`config.mk`:
```
export PLATFORM = sky130hd
export DESIGN_NAME = wwd_top
export DESIGN_NICKNAME = d
export VERILOG_FILES = /design/src/rtl/wwd_pkg.sv /design/src/rtl/wwd_tick.sv /design/src/rtl/wwd_window.sv /design/src/rtl/wwd_escalate.sv /design/src/rtl/wwd_top.sv
export SDC_FILE = /design/constraint.sdc
export NUM_CORES = 1
export LEC_CHECK = 0
export ABC_CLOCK_PERIOD_IN_PS = 2900
export BUFFER_PORTS_ARGS = -buffer_cell sky130_fd_sc_hd__buf_2
export CORE_UTILIZATION = 45
export DETAILED_ROUTE_END_ITERATION = 7
export MAX_ROUTING_LAYER = met4
export PLACE_DENSITY_LB_ADDON = 0.3
export SYNTH_ARGS = -nofsm -noshare
export SYNTH_HDL_FRONTEND = slang
export SYNTH_HIERARCHICAL = 1
export SYNTH_SLANG_ARGS = --single-unit
```
`constraint.sdc`:
```
create_clock -name clk_i -period 2.9 [get_ports clk_i]
set_input_delay 0.87 -clock clk_i [delete_from_list [all_inputs] [get_ports clk_i]]
set_output_delay 0.87 -clock clk_i [all_outputs]
set_load 0.01 [all_outputs]
```
`src/rtl/wwd_pkg.sv`:
```
package wwd_pkg;

   typedef enum logic [1:0] {
      CAUSE_NONE    = 2'd0,
      CAUSE_EARLY   = 2'd1,
      CAUSE_LATE    = 2'd2,
      CAUSE_TIMEOUT = 2'd3
   } wwd_cause_e;

   localparam int unsigned WWD_LEVELS = 3;

endpackage

```
`src/rtl/wwd_tick.sv`:
```
// Prescaler: one tick every PRESCALE clocks, restarted by clr_i.
module wwd_tick #(
   parameter int unsigned PRESCALE = 4
) (
   input  logic clk_i,
   input  logic rst_ni,
   input  logic clr_i,
   output logic tick_o
);
   localparam int unsigned PW = (PRESCALE > 2) ? $clog2(PRESCALE) : 1;
   localparam logic [PW-1:0] LAST = PW'(PRESCALE - 1);

   initial begin
      if (PRESCALE < 2) $error("wwd_tick needs PRESCALE >= 2");
   end

   logic [PW-1:0] div_q;

   always_ff @(posedge clk_i or negedge rst_ni) begin
      if (!rst_ni)                 div_q <= '0;
      else if (clr_i || div_q == LAST) div_q <= '0;
      else                         div_q <= div_q + 1'b1;
   end

   assign tick_o = (div_q == LAST) && !clr_i;
endmodule

```
`src/rtl/wwd_window.sv`:
```
// Tick counter and classification of refreshes against the window.
module wwd_window
   import wwd_pkg::*;
#(
   parameter int unsigned CNT_W  = 6,
   parameter int unsigned DEF_LO = 4,
   parameter int unsigned DEF_HI = 8,
   parameter int unsigned DEF_TO = 12
) (
   input  logic             clk_i,
   input  logic             rst_ni,
   input  logic             tick_i,
   input  logic             refresh_i,
   input  logic [CNT_W-1:0] lo_i,
   input  logic [CNT_W-1:0] hi_i,
   input  logic [CNT_W-1:0] timeout_i,
   output logic             ok_o,
   output logic             fault_o,
   output wwd_cause_e       cause_o,
   output logic             reload_o,
   output logic             cfg_err_o
);
   localparam logic [CNT_W-1:0] D_LO = CNT_W'(DEF_LO);
   localparam logic [CNT_W-1:0] D_HI = CNT_W'(DEF_HI);
   localparam logic [CNT_W-1:0] D_TO = CNT_W'(DEF_TO);

   logic [CNT_W-1:0] cnt_q;
   logic [CNT_W-1:0] lo_e, hi_e, to_e;
   logic             timed_out, early, late;

   // Select the bounds in use
   always_comb begin
      cfg_err_o = (lo_i >= hi_i) || (hi_i > timeout_i);
      if (cfg_err_o) begin
         lo_e = D_LO;
         hi_e = D_HI;
         to_e = D_TO;
      end else begin
         lo_e = lo_i;
         hi_e = hi_i;
         to_e = timeout_i;
      end
   end

   // Classify the current cycle; a timeout wins over a refresh in the same cycle
   always_comb begin
      timed_out = (cnt_q >= to_e);
      early     = refresh_i && (cnt_q < lo_e);
      late      = refresh_i && (cnt_q > hi_e);
      fault_o   = timed_out || early || late;
      ok_o      = refresh_i && !fault_o;
      if (timed_out)  cause_o = CAUSE_TIMEOUT;
      else if (early) cause_o = CAUSE_EARLY;
      else if (late)  cause_o = CAUSE_LATE;
      else            cause_o = CAUSE_NONE;
   end

   assign reload_o = ok_o || fault_o;

   always_ff @(posedge clk_i or negedge rst_ni) begin
      if (!rst_ni)       cnt_q <= '0;
      else if (reload_o) cnt_q <= '0;
      else if (tick_i)   cnt_q <= cnt_q + 1'b1;
   end
endmodule

```
`src/rtl/wwd_escalate.sv`:
```
// Escalation level, calm-down counter, recovery pulses and sticky cause.
module wwd_escalate
   import wwd_pkg::*;
#(
   parameter int unsigned CALM_W = 3
) (
   input  logic              clk_i,
   input  logic              rst_ni,
   input  logic              ok_i,
   input  logic              fault_i,
   input  wwd_cause_e        cause_i,
   input  logic [CALM_W-1:0] calm_i,
   output logic [WWD_LEVELS-1:0] pulse_o,
   output logic [1:0]        level_o,
   output wwd_cause_e        cause_o
);
   logic [1:0]        level_q, level_n;
   logic [CALM_W-1:0] calm_q;
   logic [CALM_W:0]   calm_inc;
   logic [WWD_LEVELS-1:0] pulse_q;
   wwd_cause_e        cause_q;

   assign level_n  = (level_q == 2'd3) ? 2'd3 : level_q + 2'd1;
   assign calm_inc = {1'b0, calm_q} + 1'b1;

   always_ff @(posedge clk_i or negedge rst_ni) begin
      if (!rst_ni) begin
         level_q <= '0;
         calm_q  <= '0;
         cause_q <= CAUSE_NONE;
      end else if (fault_i) begin
         level_q <= level_n;
         calm_q  <= '0;
         cause_q <= cause_i;
      end else if (ok_i && level_q != 2'd0) begin
         if (calm_inc >= {1'b0, calm_i}) begin
            level_q <= '0;
            calm_q  <= '0;
         end else begin
            calm_q  <= calm_inc[CALM_W-1:0];
         end
      end
   end

   // One pulse register per recovery level
   for (genvar g = 0; g < WWD_LEVELS; g++) begin : g_pulse
      always_ff @(posedge clk_i or negedge rst_ni) begin
         if (!rst_ni) pulse_q[g] <= 1'b0;
         else         pulse_q[g] <= fault_i && (level_n == 2'(g + 1));
      end
   end

   assign pulse_o = pulse_q;
   assign level_o = level_q;
   assign cause_o = cause_q;
endmodule

```
`src/rtl/wwd_top.sv`:
```
module wwd_top
   import wwd_pkg::*;
#(
   parameter int unsigned PRESCALE = 1000,
   parameter int unsigned CNT_W    = 8,
   parameter int unsigned CALM_W   = 3,
   parameter int unsigned DEF_LO   = 4,
   parameter int unsigned DEF_HI   = 8,
   parameter int unsigned DEF_TO   = 12
) (
   input  logic              clk_i,
   input  logic              rst_ni,
   input  logic              refresh_i,
   input  logic [CNT_W-1:0]  lo_i,
   input  logic [CNT_W-1:0]  hi_i,
   input  logic [CNT_W-1:0]  timeout_i,
   input  logic [CALM_W-1:0] calm_i,
   output logic              task_restart_o,
   output logic              warm_reset_o,
   output logic              cold_reset_o,
   output logic [1:0]        level_o,
   output logic [1:0]        cause_o,
   output logic              cfg_err_o
);
   initial begin
      if (PRESCALE < 1) $error("PRESCALE must be at least 1");
      if (CNT_W < 2 || CALM_W < 1) $error("counter widths too small");
      if (!(DEF_LO < DEF_HI && DEF_HI <= DEF_TO)) $error("default bounds inconsistent");
      if (DEF_TO >= (1 << CNT_W)) $error("DEF_TO does not fit CNT_W");
   end

   logic tick, ok, fault, reload;
   wwd_cause_e cause_now, cause_st;
   logic [WWD_LEVELS-1:0] pulses;

   if (PRESCALE == 1) begin : g_direct
      assign tick = 1'b1;
   end else begin : g_div
      wwd_tick #(.PRESCALE(PRESCALE)) i_tick (
         .clk_i  (clk_i),
         .rst_ni (rst_ni),
         .clr_i  (reload),
         .tick_o (tick)
      );
   end

   wwd_window #(
      .CNT_W (CNT_W),
      .DEF_LO(DEF_LO),
      .DEF_HI(DEF_HI),
      .DEF_TO(DEF_TO)
   ) i_window (
      .clk_i    (clk_i),
      .rst_ni   (rst_ni),
      .tick_i   (tick),
      .refresh_i(refresh_i),
      .lo_i     (lo_i),
      .hi_i     (hi_i),
      .timeout_i(timeout_i),
      .ok_o     (ok),
      .fault_o  (fault),
      .cause_o  (cause_now),
      .reload_o (reload),
      .cfg_err_o(cfg_err_o)
   );

   wwd_escalate #(.CALM_W(CALM_W)) i_esc (
      .clk_i  (clk_i),
      .rst_ni (rst_ni),
      .ok_i   (ok),
      .fault_i(fault),
      .cause_i(cause_now),
      .calm_i (calm_i),
      .pulse_o(pulses),
      .level_o(level_o),
      .cause_o(cause_st)
   );

   assign task_restart_o = pulses[0];
   assign warm_reset_o   = pulses[1];
   assign cold_reset_o   = pulses[2];
   assign cause_o        = cause_st;
endmodule

```
==> results of run 1 <==
==> worst min-delay path by stage <==
| stage | to | slack, ps | cells after the start |
|---|---|---|---|
| floorplan | g_div.i_tick/div_q[0] | 470 | 1 |
| global placement | i_esc/cause_o[1] | 490 | 1 |
| detailed placement | i_esc/cause_o[1] | 500 | 1 |
| CTS | g_div.i_tick/div_q[0] | 520 | 1 |
| global route | i_esc/cause_o[1] | 550 | 1 |
| finish | g_div.i_tick/div_q[0] | 520 | 1 |
==> per-layer routing <==
layer | routed length (µm) | track usage, % | vias up
li1 | - | - | 1195
met1 | 3190 | 26.4 | 1203
met2 | 4150 | 45.5 | 78
met3 | 265 | 2.05 | 38
met4 | 475 | 8.46 | 0
met5 | 0 | - | -
==> Yosys cell counts, types with 4 or more instances <==
library cell / instances
sky130_fd_sc_hd__a21oi_1: 21
sky130_fd_sc_hd__dfrtp_1: 28
sky130_fd_sc_hd__ha_1: 45
sky130_fd_sc_hd__inv_1: 23
sky130_fd_sc_hd__nand2_1: 29
sky130_fd_sc_hd__nand2b_1: 4
sky130_fd_sc_hd__nand3_1: 15
sky130_fd_sc_hd__nand4_1: 9
sky130_fd_sc_hd__nor2_1: 29
sky130_fd_sc_hd__nor2b_1: 5
sky130_fd_sc_hd__nor3_1: 4
sky130_fd_sc_hd__o21ai_0: 9
sky130_fd_sc_hd__xnor2_1: 6
sky130_fd_sc_hd__xor2_1: 7
==> worst register-to-register path, delay by kind of cell (launching register included) <==
| kind | cells | cell delay (ps) |
|---|---|---|
| AOI/OAI and AO/OA | 6 | 980 |
| DFF | 1 | 540 |
| and+or+nand+nor | 3 | 410 |
| adders and majority gates | 1 | 340 |
| buffers and inverters | 1 | 150 |
==> cell type report <==
cell class              instances  area [µm²]
multi-input cells             226        2130
fillers                       317        1230
clock buffers                   3        41.3
well taps                      70        87.6
clock inverters                 1        30.0
flip-flops and latches         28         701
inverters                      25         121
repair buffers                 99         827
==> logic make-up after synthesis <==
group | after synthesis | share of synthesized area, %
DFF | 28 | 28.5
and+or+nand+nor | 110 | 22.7
xor gates and xnor gates | 13 | 4.63
muxes | 3 | 1.32
buffers and inverters | 30 | 5.44
AOI/OAI and AO/OA | 55 | 14.5
adders and majority gates | 45 | 22.9
==> where the power goes <==
part           switching [mW]  total [mW]  internal, mW
registers              0.0321       0.448         0.416
clock network           0.121       0.306         0.185
logic                   0.252       0.529         0.278
total                   0.405        1.28         0.879
==> sequential cells by signal, summed over array words and instances, names as in the netlist <==
signal              flops
i_esc/calm_q            3
g_div.i_tick/div_q     10
i_esc/pulse_o           3
i_esc/level_o           2
i_esc/cause_o           2
i_window/cnt_q          8
==> repair_timing <==
item                                   4_1_cts  5_1_grt
pin swaps                                   40       38
gates cloned                                 0        1
setup buffers                               12       11
hold buffers                                 0        0
endpoints found under the hold margin        0        0
setup endpoints to repair                   29       29
gates resized for setup                     77       47
==> per-stage QoR <==
stage / cell area (µm²) / setup TNS (ps) / utilization (%)
4_1_cts: 3600 / -13680 / 69.6
5_1_grt: 3940 / -19600 / 76.1
3_3_place_gp: 3110 / -25750 / 60.1
3_5_place_dp: 3110 / -27940 / 60.1
2_1_floorplan: 2590 / -16340 / -
6_report: 3940 / -16910 / 76.1
==> results.txt, run 1 <==
- The via count of the first global-routing pass was between 2000 and 3000.
- CTS root buf: sky130_fd_sc_hd__clkbuf_8
- The first detailed-routing pass ran for 4 iterations.
* Overall global routing resource usage: about 24%
* Worst path max stage delay: roughly 300 ps
- In this run the register-to-register setup slack is ~420 ps.
- Wirelength per Cell: approximately 18 µm
- The checks that failed: setup timing.
- The repair_antennas step left the layout with diodes totalling 0.
- Counting both buffers and inverters, the worst setup path holds a total of 4.
- The worst register-to-register path begins at i_window/cnt_q[0].
- Maximum number of pins on one net before global-route repair: 29
* Top library cells by usage in the layout, fill and taps aside: sky130_fd_sc_hd__buf_4, sky130_fd_sc_hd__dfrtp_1, sky130_fd_sc_hd__nand2_1
- The cell area that synthesis handed to floorplanning was 0.00246 mm².
- Clock transition time at the flip-flop clock pins of the worst setup and hold paths: 100 ps
* Num ports: 38
- The total count of max-transition violations in the final report is 0.
- Measured against its own limit, the worst slew margin works out to about 58%.
* Crit-path leading delay family: compound AO/OA/AOI/OAI gates
- The total overflow left after global routing is 0.
- The detail route stage leaves a number of antenna-violating nets equal to 0.
- Distinct cell type count of the synthesized netlist: 48
* Worst reg2reg endpoint: i_esc/calm_q[2]
- In this run, synthesis inferred 0 flip-flops with an integrated enable.
- Overall via count from detail_route: roughly 2500
* Number of synthesized register bits: 28
- The clock reaches the later pin of the worst-skew pair after about 270 ps.
- The die is approximately 76 µm wide.
- Worst setup path endpoint: i_esc/calm_q[2]
- During synthesis, Yosys emitted a total of 6 warnings.
* FF-to-FF path depth: 11
* Required time of the critical path: between 3000 and 4000 ps
* Total count of hold-check failures in the final report: 0
- Synth top area share: between 20% and 30%
- In the post-synthesis netlist, the biggest area contributors are sky130_fd_sc_hd__dfrtp_1, sky130_fd_sc_hd__ha_1, sky130_fd_sc_hd__nand2_1.
- For this block, the initial DRC count from the detailed router was ~120.
* Start point of the critical path: hi_i[0]
- The finished layout holds about 450 standard cells, fillers aside.
- Asr flop ratio synth: 100%
- VDD sags by at most around 0.33 mV.
- The run finished, with violations left.
- WHS: 518 ps
- The setup path with the least slack is of type input port to flop.
- Data arrival, critical path: approximately 4000 ps
- Setup repair after global routing could not meet its margin everywhere.
- Initial Utilization: between 40% and 50%
* Final setup violation count: 29
- In the final design database the tool counted between 400 and 500 nets.
* Pwr/cell area: between 300 and 400 mW/mm²
- # H-tree levels: 1
* Stages on the worst setup path: 20
- Number of design rule violations left after detail routing: 0
- Dividing the detail-routed via count by the number of cells gives around 5.6.
- For this run, the leading register cell type out of synthesis is sky130_fd_sc_hd__dfrtp_1.
- Path class of the lowest-slack min-delay path: flop to flop
* Worst Min Path Start: g_div.i_tick/div_q[0]
- For the pin with the worst max-slew slack, the measured transition is 637 ps.
- The region available for standard cell placement spans 0.00517 mm².
- Crit. End Element: flop
- Setup slack after placement: -1200 ps
* Num Clock Sinks: 28
* Highest net fanout along the worst path: 6
- Summing the sequential cell areas from Yosys gives between 20% and 30% of the chip area.
- The initial antenna violation count is 0.
- Counting the buffers created by CTS gives 3.
- Summed over all cells, the static leakage comes to about 1.8 nW.
- TritonCTS built the clock tree.
* Worst-case clock buffer depth: 2
- Count of buffers inserted at the top-level ports: 37
- The die is 75.9 µm tall.
- Most common library cell in the layout ignoring fill and taps: sky130_fd_sc_hd__buf_4
* FP Rows: 26
* Post-synth net total: between 300 and 400
* Total routed wirelength: approximately 8.1 mm
- Share of cells above drive strength 1: between 50% and 60%
* Post-Syn Instances: about 280
- Worst setup skew after layout: 6.41 ps
- The completed layout was analyzed and its total power is 1.28 mW.
- CP cell instances: buf_2, inv_2, ha_4, nand4_1, buf_4, o21ai_4, and3_4, buf_8, nand2_4, ha_4, nor2b_4, o211ai_1, a21oi_2, o21ai_2, nand3_1, nor2_2, o21a_2, o21ai_2, a2111oi_2, a31o_1
- Final critical delay including setup and external delays: approximately 3700 ps
- Counting tap cells, the placed design contains a total of ~430 instances.
- Of all cell types, the one taking the most synthesized area is sky130_fd_sc_hd__dfrtp_1.
- Critical path startpoint category: input port
- The first global-routing pass estimated approximately 11 mm of wire.
- Once routing completed, OpenROAD measured the worst setup slack at -827 ps.
* Die area: approximately 0.0058 mm²
* Final worst-path cycle share: 129%
- For this design, the slowest cell found on the critical path is sky130_fd_sc_hd__a2111oi_2.
- Compared with the post-synthesis result, the final layout area differs by 60.2%.
* Detailed placer's ending HPWL: 4.65 mm
* Avg Synthesized Cell Area: just under 9 µm²
- Across the run, the number of max-cap violations was 0.
- The congestion estimate from routability-driven global placement came to roughly 0.85.
* Maximum achievable frequency: 268 MHz
Note: power is estimated with default switching activity, not from simulation.
==> inputs of run 2 (changes only) <==
- CTS_BUF_LIST: not set -> sky130_fd_sc_hd__clkbuf_2
- RECOVER_POWER: not set -> 25
==> results.txt, run 2 (synthesis gave the netlist of run 1 again) <==
- WL met3: roughly 170 µm
* Fin. max-slew vios: 28
* Quantity of hold-fixing buffers added after cts: 0
* Dominant cell type by count on the critical path: sky130_fd_sc_hd__ha_4
* Remaining global-route overflow: 0
* Final setup violation count: 29
- Along the worst hold path, the cell count comes to 1.
- The analysis attributes to cell leakage a power of around 1.7 nW.
- The filler cells instantiated in the layout total 332.
- In this run the number of H-tree levels came out at 1.
- The setup check on the worst reg-to-reg path leaves a slack of ~470 ps.
- Sequential cell fraction of total power: 38.0%
- Dividing the detail-routed via count by the number of cells gives ~5.4.
* Worst setup skew after layout: ~18 ps
- The die is 75.9 µm wide.
- At the placement stage, the worst setup path has a slack of -1200 ps.
- The largest registers in the layout are g_div.i_tick/div_q: 10 flops, i_window/cnt_q: 8 flops.
* Crit. End Element: flop
- Maximum number of pins on one net before global-route repair: 29
* Floorplan die height: roughly 76 µm
* Core box area: around 0.0052 mm²
- The first global-routing pass estimated approximately 11 mm of wire.
- The detailed router put a total of 3.00 mm of wire on met1.
* Starting DRT DRC Count: 53
- The detail route stage leaves a number of antenna-violating nets equal to 0.
* Pwr/cell area: 306 mW/mm²
- Worst relative slew slack: -0.388%
* Final worst-path cycle share: 121%
* Transition at the pin with the smallest max-transition slack: roughly 1500 ps
- STA classifies the critical path startpoint as an input port.
- Number of iterations in the first detailed-routing pass: 4
- Violated checks: capacitance limit, slew limit, setup timing
- Of all nets on the critical path, the largest fanout is 5.
- Peak supply drop: 0.325 mV
- Clock tree from TritonCTS: built
* Part of the power in the clock network: about a fifth
- Synth-to-layout area growth: 57.2%
* CTS root buf: sky130_fd_sc_hd__clkbuf_2
* Number of design rule violations left after detail routing: 0
* Final critical delay including setup and external delays: between 3000 and 4000 ps
* Slowest library cell on the worst path: sky130_fd_sc_hd__a211o_1
* Data arrival, critical path: between 3000 and 4000 ps
- Number of flip-flops in the largest register: 10
* Register with the highest flop count: g_div.i_tick/div_q
- Number of buffers inserted during clock tree synthesis: 3
- Detailed routing inserted a total of around 2400 vias.
* Worst Min Path Start: g_div.i_tick/div_q[0]
* Overall global routing resource usage: between 20% and 30%
- Share of cells above drive strength 1: slightly above 50%
* Max-cap violations: 1
* Worst-case clock buffer depth: 2
- Clock transition time at the flip-flop clock pins of the worst setup and hold paths: between 200 and 300 ps
- For this run, the post-layout net count is ~450.
- Diodes inserted: 0
* Count of buffers inserted at the top-level ports: 37
* Initial Utilization: a little under half
* Detailed placer's ending HPWL: between 4 and 5 mm
- The via count of the first global-routing pass is ~2600.
- For hold timing, the worst endpoint is g_div.i_tick/div_q[0].
- Initial antenna violation count: 0
- Highest metal layer with signal wires: met4
- The worst setup path is of the input port to flop kind.
- Num ports: 38
- Crit-path leading delay family: compound AO/OA/AOI/OAI gates
* Required time of the critical path: approximately 3200 ps
* Num Clock Sinks: 28
- In this run, the combinational gates consume a little over two fifths of the power.
- Wirelength per Cell: approximately 16 µm
* FP Rows: 26
* Net switching fraction of the power: 32.7%
- Maximum achievable frequency: about 280 MHz
- The number of buffers and inverters on the critical path is 3.
* Clock insertion delay at the later pin of the skew report: between 300 and 400 ps
- Final estimated routing congestion in global placement: around 0.85
* Path class of the lowest-slack min-delay path: flop to flop
- Counting cells, the worst reg-to-reg path comes to 11.
- Switching power: 0.387 mW
- Detailed-routed wire length on met2: approximately 4 mm
* Worst path max stage delay: around 290 ps
- The library cells used most frequently in the layout, excluding fill and tap cells, are sky130_fd_sc_hd__buf_4, sky130_fd_sc_hd__dfrtp_1, sky130_fd_sc_hd__nand2_1.
- The startpoint identified for the worst register-to-register timing path is i_window/cnt_q[0].
- Final standard cell utilization of the core: 74.7%
* Total count of hold-check failures in the final report: 0
- In this run the critical register-to-register path is captured at i_esc/calm_q[2].
* RSZ-0062 raised after global routing: true
* Internal Pwr Total: between 0.7 and 0.8 mW
- Die area: just under 0.006 mm²
- Final Worst Setup Slack: -610 ps
- The signal on the critical path passes through buf_12, inv_12, ha_4, nor2b_4, o211ai_1, a211o_1, and3_4, buf_8, and2_4, ha_4, nand2b_4, nand3_2, a21oi_2, o22ai_2, nand3_1, nor2_2, o21a_2, o21ai_2, a2111oi_4, a31o_1.
- Total routed wirelength: 7.38 mm
- Result of the run: finished with violations
- Most common library cell in the layout ignoring fill and taps: sky130_fd_sc_hd__buf_4
run 2: cell types whose count changed in the layout (fill, tap and decap cells not counted), sizes merged:
cell | previous run | this run
buf | 98 | 94
run 2: how the worst max path moves through the flow:
stage,start,endpoint,slack (ps),cells past startpoint
after floorplan,timeout_i[1],i_window/cnt_q[7],-930,22
after global placement,hi_i[2],i_esc/calm_q[2],-1120,20
after detailed placement,timeout_i[1],i_esc/calm_q[2],-1200,20
after CTS,timeout_i[1],i_esc/calm_q[2],-610,20
after global routing,timeout_i[1],i_esc/calm_q[2],-700,20
final,timeout_i[1],i_esc/calm_q[2],-610,20
run 2: repair_timing:
| action | 4_1_cts | 5_1_grt |
|---|---|---|
| resized for setup | 80 | 42 |
| endpoints found under the setup margin | 29 | 29 |
| buffers inserted | 13 | 6 |
| pin swaps | 44 | 30 |
run 2: final cells by class:
class | count | area [µm²] | share of cell area (%)
timing repair buffer | 95 | 779 | 20.2
tap | 70 | 87.6 | 2.27
clock buffer | 3 | 15.0 | 0.389
multi-input combinational | 226 | 2130 | 55.1
inverter | 25 | 121 | 3.14
clock inverter | 1 | 30.0 | 0.777
sequential | 28 | 701 | 18.1
run 2: per-layer routing:
layer | vias to the layer above | global-route usage, %
met5 | - | -
met1 | 1168 | 26.9
met2 | 58 | 45.1
li1 | 1192 | -
met4 | 0 | 9.62
met3 | 23 | 2.05
run 2: through the flow:
step | hold WS (ps) | setup TNS (ps) | power, mW | instances | instance area, µm²
final | 532 | -12820 | 1.18 | 448 | 3860
after global placement | 492 | -25750 | 0.794 | 426 | 3110
after detailed placement | 497 | -27940 | 0.808 | 426 | 3110
after floorplan | 471 | -16340 | 0.664 | 284 | 2590
after CTS | 476 | -10290 | 1.12 | 442 | 3590
after global routing | 562 | -14520 | 1.25 | 448 | 3860
run 2: power groups by stage:
stage                     Sequential, mW  Combinational, mW  Clock (mW)
after detailed placement           0.456              0.352           0
final                              0.449              0.499       0.235
after CTS                          0.449              0.432       0.239
after global placement             0.455              0.340           0
after global routing               0.456              0.541       0.257
after floorplan                    0.459              0.206           0
run 2: worst reg2reg max path: cells and delay by family, from the launching register on:
family | cells | cell delay (ps)
AND/OR/NAND/NOR | 3 | 390
buffers and inverters | 1 | 150
AO/OA/AOI/OAI | 6 | 950
adder cells (fa/ha/maj) | 1 | 340
flip-flops | 1 | 590
